`src/rtl/wrpoll_ctrl.sv`:
```
module wrpoll_ctrl #(
  parameter int AW = 16,
  parameter int MAX_POLLS = 64
) (
  input  logic          clk,
  input  logic          rst_n,
  input  logic          start_i,
  input  logic          mode_tgl_i,
  input  logic          erase_i,
  input  logic [AW-1:0] addr_i,
  input  logic [7:0]    data_i,
  output logic          rd_req_o,
  output logic [AW-1:0] rd_addr_o,
  input  logic [7:0]    rd_data_i,
  input  logic          rd_valid_i,
  output logic          busy_o,
  output logic          done_o,
  output logic          err_o
);
  localparam int CW = $clog2(MAX_POLLS + 1);
  localparam logic [CW-1:0] LAST = CW'(MAX_POLLS - 1);

  logic          busy_q, tgl_q, exp7_q, prev6_q, have_prev_q, done_q, err_q;
  logic [AW-1:0] addr_q;
  logic [1:0]    streak_q;
  logic [CW-1:0] cnt_q;
  logic          match, settle;

  assign match  = tgl_q ? (have_prev_q && rd_data_i[6] == prev6_q)
                        : (rd_data_i[7] == exp7_q);
  assign settle = match && streak_q == 2'd2;

  always_ff @(posedge clk or negedge rst_n) begin
    if (!rst_n) begin
      busy_q      <= 1'b0;
      tgl_q       <= 1'b0;
      exp7_q      <= 1'b0;
      prev6_q     <= 1'b0;
      have_prev_q <= 1'b0;
      done_q      <= 1'b0;
      err_q       <= 1'b0;
      addr_q      <= '0;
      streak_q    <= '0;
      cnt_q       <= '0;
    end else begin
      done_q <= 1'b0;
      if (!busy_q) begin
        if (start_i) begin
          busy_q      <= 1'b1;
          addr_q      <= addr_i;
          exp7_q      <= data_i[7];
          tgl_q       <= mode_tgl_i | erase_i;
          have_prev_q <= 1'b0;
          streak_q    <= '0;
          cnt_q       <= '0;
          err_q       <= 1'b0;
        end
      end else if (rd_valid_i) begin
        prev6_q     <= rd_data_i[6];
        have_prev_q <= 1'b1;
        cnt_q       <= cnt_q + 1'b1;
        streak_q    <= match ? streak_q + 2'd1 : 2'd0;
        if (settle) begin
          busy_q <= 1'b0;
          done_q <= 1'b1;
        end else if (cnt_q == LAST) begin
          busy_q <= 1'b0;
          err_q  <= 1'b1;
        end
      end
    end
  end

  assign rd_req_o  = busy_q;
  assign rd_addr_o = addr_q;
  assign busy_o    = busy_q;
  assign done_o    = done_q;
  assign err_o     = err_q;
endmodule

```
`config.mk`:
```
export PLATFORM = sky130hd
export DESIGN_NAME = wrpoll_ctrl
export DESIGN_NICKNAME = d
export VERILOG_FILES = /design/src/rtl/wrpoll_ctrl.sv
export SDC_FILE = /design/constraint.sdc
export NUM_CORES = 1
export LEC_CHECK = 0
export BUFFER_PORTS_ARGS = -buffer_cell sky130_fd_sc_hd__buf_2
export CAP_MARGIN = 40
export CORE_MARGIN = 3
export CORE_UTILIZATION = 35
export DETAILED_ROUTE_END_ITERATION = 7
export HOLD_SLACK_MARGIN = 0.12
export SETUP_SLACK_MARGIN = 0.02
export SKIP_LAST_GASP = 1
export SYNTH_ARGS = -nofsm -noshare
export SYNTH_HDL_FRONTEND = slang
export SYNTH_SLANG_ARGS = --single-unit
```
`constraint.sdc`:
```
create_clock -name clk -period 1.6 [get_ports clk]
set_input_delay 0.24 -clock clk [delete_from_list [all_inputs] [get_ports clk]]
set_output_delay 0.24 -clock clk [all_outputs]
set_load 0.005 [all_outputs]
```
==> results.txt, run 1 <==
Status: completed
Detailed Route Iter0 Violations: 39
Core ar.: 3716 um2
Syn_nets: 181
CTS Sinks: 32
Worst path most repeated cell: inv_1
Clock Root Buffer: clkbuf_8
Finish-stage setup viols: 0
Grt total ovfl: 0
Syn Area/Cell: 9.664 um2
Unrepaired setup endpoints after global routing: no
Synth Instances: 141
Number of fill cells: 381
CP Capture Type: register
Via count of the routed design: 1142
Power Density: 1636 nW/um2
Origin of the critical flop-to-flop path: streak_q[0]
Worst VDD drop: 0.7549 mV
Critical path origin: streak_q[0]
Adder-cell share of the synthesized area: 0.01837
Antenna violations before repair: 0
Min-Delay Path Class: primary input to register
Residual DRC: 0
Layout cells sized above 1: 0.3037
Max clock buf depth: 2
CP arrival: 1.53 ns
Cells along the critical path: inv_1 -> ha_1 -> inv_1 -> o32a_1 -> a22o_1
P_leak: 0.9214 nW
Synth-to-layout area growth: 28.19%
First-pass GRT wire length: 4974 um
DP HPWL: 2116 um
Post-Route WL: 2915 um
Nets: 231
Clk_lat worst skew: 0.28 ns
Largest family of logic cells by synthesized area: simple AND/OR/NAND/NOR gates
Antenna Cells: 0
CTS clk-pin slew, worst paths: 0.06 ns
Multi-input logic area: 521.8 um2
Placer Congestion: 0.7157
Critical Path End: err_o
Post-CTS setup buffers: 0
Worst Path Max Fanout: 3
TritonCTS Buffers: 5
Count leader, synth: nand2_1
FMAX: 735.0 MHz
WP depth: 5
Startpoint types: register
Port Buf Inserts: 44
Seq cells post-synth: 32
Reg2reg path depth: 5
Die X: 68.40 um
Remaining antenna violation count: 0
DR pass1 iterations: 4
DIE HEIGHT: 68.40 um
Asr flop ratio synth: 1.000
Fin Clk Skew: 0.003582 ns
CTS tree: built
Final setup TNS: 0 ns
Register area share after synthesis: 0.5877
WL/cell: 12.20 um
Initial Util: 0.3667
Slew margin rel.: 0.5367
Placed cell count: 231
GR Util All Layers: 0.1434
H-tree Lvls: 2
Slowest-stage cell, CP: dfrtp_1
Die area: 4678 um2
Crit-path leading delay family: compound AO/OA/AOI/OAI gates
Via-to-Cell Ratio: 4.778
Register area: 800.8 um2
Final Slew Violations: 0
Largest net degree at the start of global routing: 33
Yosys cell types: 29
Final hold viol count: 0
WP buf/inv: 2
Mux contribution to synthesized area: 0.01561
Worst hold slack: 0.1506 ns
Synth Area in Simple Gates: 0.2424
Ys flop type: dfrtp_1
Min Tclk post-route: 1.360 ns
Crit path kind: register to register
Post-Layout Cell Count: 239
Top Ports: 58
Top post-synthesis cells by area: dfrtp_1 (59%), nand2_1 (17%), buf_2 (1.8%), ha_1 (1.8%), nand3_1 (1.8%)
Area leader, netlist: dfrtp_1
Max-cap viol count: 0
Number of flops mapped to enable cells by yosys: 0
CTS resizes: 0
Synth top area share: 0.5877
Most frequent cells after synthesis: nand2_1 (63), dfrtp_1 (32), buf_2 (5), nand3_1 (5)
R2R Path End: err_o
R2R Setup Slk: 0.24 ns
Period utilization: 0.8503
Core Rows: 22
Warnings from Yosys: 0
Number of global-route vias before repair: 1144
Measured slew at the worst slew-check pin: 0.6950 ns
Mapped cell area: 1363 um2
XOR/XNOR Fraction of Synth Area: 0.01286
Total power draw: 2.858 mW
Critical Path Max Stage Delay: 0.40 ns
Worst EP required: 1.77 ns
Compound-cell area share of the yosys netlist: 0.09366
[sequential cells by signal, summed over array words and instances (netlist names)]
signal / cells
have_prev_q: 1
cnt_q: 7
done_o: 1
prev6_q: 1
tgl_q: 1
busy_o: 1
exp7_q: 1
err_o: 1
rd_addr_o: 16
streak_q: 2
[power breakdown]
group	internal (mW)	switching, mW	total, mW
logic	0.407	0.464	0.871
clock network	0.382	0.276	0.659
registers	1.12	0.207	1.33
[per-layer routing]
| metal | track usage | wire length (um) | up-vias |
|---|---|---|---|
| li1 | - | - | 566 |
| met1 | 0.1713 | 1304 | 533 |
| met2 | 0.2396 | 1356 | 39 |
| met3 | 0.05090 | 224 | 4 |
| met4 | 0.04467 | 30 | 0 |
| met5 | 0 | 0 | - |
[worst min-delay path by stage]
stage	slack, ns	start	endpoint	cells after the start
2_1_floorplan	-0.06	rst_n	busy_o	0
3_3_place_gp	0.32	rst_n	rd_addr_o[4]	1
3_5_place_dp	0.33	rst_n	rd_addr_o[4]	1
4_1_cts	0.14	addr_i[13]	rd_addr_o[13]	3
5_1_grt	0.15	addr_i[2]	rd_addr_o[2]	3
6_report	0.15	addr_i[13]	rd_addr_o[13]	3
[what timing repair did]
item,in CTS,in global routing
endpoints found under the hold margin,32,0
setup endpoints to repair,0,0
hold buffers,1,0
[placed cells by master, fill, tap and decap left out, drive strengths merged]
cell type | netlist | routed
a21oi | 1 | 1
a22o | 2 | 2
a311oi | 1 | 1
and2 | 1 | 1
buf | 6 | 48
clkbuf | 0 | 7
dfrtp | 32 | 32
dlygate4sd3 | 0 | 1
ha | 2 | 2
inv | 2 | 2
mux2 | 1 | 1
mux2i | 1 | 1
nand2 | 63 | 63
nand2b | 2 | 2
nand3 | 6 | 6
nor2 | 1 | 1
nor2b | 2 | 2
nor3 | 1 | 1
nor4 | 1 | 1
o211ai | 1 | 1
o21ai | 3 | 3
o22a | 1 | 1
o22ai | 1 | 1
o311ai | 2 | 2
o31ai | 3 | 3
o32a | 1 | 1
o41ai | 1 | 1
or3 | 1 | 1
xor2 | 2 | 2
[metrics by stage]
step           worst slack (ns)    util  cell area, um2
2_1_floorplan            0.3500       -            1363
3_5_place_dp             0.2412  0.4414            1640
5_1_grt                 0.09040  0.4700            1747
3_3_place_gp             0.2674  0.4414            1640
4_1_cts                  0.2314  0.4700            1747
6_report                 0.2395  0.4700            1747
[cell type report]
class / count / share of cell area
sequential: 32 / 0.4585
timing repair buffer: 49 / 0.1490
inverter: 2 / 0.004298
tap: 48 / 0.03438
multi-input combinational: 101 / 0.2987
clock buffer: 7 / 0.05516
[worst min-delay path, stage by stage]
cell	delay (ns)
buf_2	0.07
nand2_1	0.04
nand2_1	0.04
[kinds of logic (layout without fill, tap and decap cells)]
kind of cell,count (synthesis),after routing
simple gates,78,78
flops,32,32
compound gates,17,17
buf+inv,8,58
fa+ha+maj,2,2
xor+xnor,2,2
mux,2,2
Power figures use the tool's default switching activity.
==> run 2: changes to the inputs <==
--- a/config.mk
+++ b/config.mk
@@ -7,10 +7,13 @@
 export LEC_CHECK = 0
 export BUFFER_PORTS_ARGS = -buffer_cell sky130_fd_sc_hd__buf_2
 export CAP_MARGIN = 40
-export CORE_MARGIN = 3
-export CORE_UTILIZATION = 35
+export CELL_PAD_IN_SITES_DETAIL_PLACEMENT = 0
+export CELL_PAD_IN_SITES_GLOBAL_PLACEMENT = 1
+export CORE_MARGIN = 8
+export CORE_UTILIZATION = 34
 export DETAILED_ROUTE_END_ITERATION = 7
 export HOLD_SLACK_MARGIN = 0.12
+export PLACE_DENSITY_LB_ADDON = 0.1
 export SETUP_SLACK_MARGIN = 0.02
 export SKIP_LAST_GASP = 1
 export SYNTH_ARGS = -nofsm -noshare
==> run 2 against run 1 <==
  * Global-route usage decreased by 3.6 points
  * Sequential share of layout area down 0.098 points
  * Core utilization is 2.6 points lower
  * Hold slack gained 0.0026 ns
  * Via count down 0.61%
  * Non-clock buffer count is 1 higher
==> results.txt, run 2 (synthesis results as in run 1) <==
Post-Route Utilization: 0.4440 (-0.02605)
Power Density: 1604 nW/um2 (-2.0%)
Measured slew at the worst slew-check pin: 0.4112 ns (-0.2838 ns)
WL/cell: 12.95 um (+6.2%)
Period utilization: 0.8305 (-0.01977)
Pre-CTS worst setup slack: 0.2729 ns (+0.03171 ns)
Layout cells sized above 1: 0.3005 (-0.003147)
Fin Clk Skew: 0.003149 ns (-0.0004338 ns)
Die X: 79.31 um (+16%)
TritonCTS Buffers: 5 (unchanged)
CTS resizes: 0 (unchanged)
H-tree Lvls: 2 (unchanged)
Placed cell count: 234 (+1.3%)
Post-Layout Cell Count: 243 (+1.7%)
CTS clk-pin slew, worst paths: 0.06 ns (about the same)
Via count of the routed design: 1135 (-0.61%)
Most common cell after layout, fill and taps aside: nand2_1
Min Tclk post-route: 1.329 ns (-0.03163 ns)
Nets: 232 (+0.43%)
Number of global-route vias before repair: 1166 (+1.9%)
Die area: 6289 um2 (+34%)
Number of fill cells: 395 (+3.7%)
Core ar.: 3943 um2 (+6.1%)
Cts hold-fix bufs: 1 (unchanged)
Placer Congestion: 0.6914 (-3.4%)
Worst EP required: 1.77 ns (about the same)
Remaining antenna violation count: 0 (unchanged)
Grt total ovfl: 0 (unchanged)
Via-to-Cell Ratio: 4.671 (-2.2%)
Slew margin rel.: 0.7259 (+0.1892)
Top Ports: 58 (unchanged)
Clock Root Buffer: clkbuf_8
Multi-input logic area: 521.8 um2 (unchanged)
Detailed Route Iter0 Violations: 69 (+77%)
Startpoint types: register
Worst Path Max Fanout: 3 (unchanged)
Non-Filler Cell Area, Final: 1750 um2 (+0.21%)
Crit path kind: register to register
DR pass1 iterations: 4 (unchanged)
CP arrival: 1.49 ns (-0.04 ns)
Commonest non-fill, non-tap cells in the layout: nand2_1 (63), buf_2 (44), dfrtp_1 (32)
Port Buf Inserts: 44 (unchanged)
Placed Area: 1650 um2 (+0.61%)
Finish-stage setup viols: 0 (unchanged)
Core Rows: 23 (+4.5%)
Final Slew Violations: 0 (unchanged)
Largest net degree at the start of global routing: 33 (unchanged)
Final hold viol count: 0 (unchanged)
DP HPWL: 2240 um (+5.9%)
Antenna violations before repair: 0 (unchanged)
Clk_lat worst skew: 0.28 ns (about the same)
Initial Util: 0.3456 (-0.02106)
First-pass GRT wire length: 5257 um (+5.7%)
Post-CTS setup buffers: 0 (unchanged)
Register area: 800.8 um2 (unchanged)
Worst hold slack: 0.1532 ns (+0.002585 ns)
Synth-to-layout area growth: 28.47%
Min-Delay Path Class: primary input to register
Antenna Cells: 0 (unchanged)
FMAX: 752.5 MHz (+2.4%)
Worst VDD drop: 0.7172 mV (-5.0%)
Post-Route WL: 3148 um (+8.0%)
GR Util All Layers: 0.1069 (-0.03649)
CTS Sinks: 32 (unchanged)
P_leak: 0.9226 nW (+0.13%)
CTS tree: built
Unrepaired setup endpoints after global routing: no
CP Capture Type: register
Max reg flops: 16 (unchanged)
Total power draw: 2.807 mW (-1.8%)
Status: completed
Max-cap viol count: 0 (unchanged)
Final setup TNS: 0 ns (unchanged)
Max clock buf depth: 2 (unchanged)
DIE HEIGHT: 79.31 um (+16%)
Residual DRC: 0 (unchanged)
Setup slack after layout: 0.2712 ns (+0.03163 ns)
==> run 2: cell types whose count changed in the layout (fill, tap and decap cells not counted) <==
cell,before,now
clkbuf_1,0,2
buf_4,4,5
clkbuf_8,7,6
==> run 2: report_power, final <==
part | switching, mW | total [mW] | internal (mW)
clock | 0.273 | 0.624 | 0.350
sequential | 0.197 | 1.32 | 1.12
combinational | 0.459 | 0.866 | 0.407
==> run 2: final cells by class <==
type / instances / share of cell area
Clock buffer: 8 / 0.05147
Inverter: 2 / 0.004289
Multi-Input combinational cell: 101 / 0.2981
Sequential cell: 32 / 0.4575
Tap cell: 50 / 0.03574
Timing Repair Buffer: 50 / 0.1530
==> run 2: worst paths after layout <==
kind                       cells after the start  slack (ns)             to     startpoint
hold reg to reg                                2        0.47  rd_addr_o[14]  rd_addr_o[14]
setup reg to reg                               5        0.27          err_o    streak_q[0]
min in group asynchronous                      3        0.52       cnt_q[2]          rst_n
setup / recovery                               5        0.27          err_o    streak_q[0]
max in group asynchronous                      3        0.79   rd_addr_o[2]          rst_n
hold / removal                                 3        0.15   rd_addr_o[6]      addr_i[6]
==> run 2: worst max-delay path: stages (launching register included) <==
cell and delay (ns):
dfrtp_1 0.39, inv_1 0.06, ha_1 0.18, inv_1 0.06, o32a_1 0.34, a22o_1 0.17
==> run 2: layer usage <==
| metal | global-route usage | share of wire | vias to the layer above |
|---|---|---|---|
| met5 | 0 | 0 | - |
| met4 | 0.04259 | 0.013 | 0 |
| met3 | 0.05643 | 0.084 | 6 |
| met2 | 0.1561 | 0.45 | 42 |
| met1 | 0.1290 | 0.45 | 519 |
| li1 | - | - | 568 |
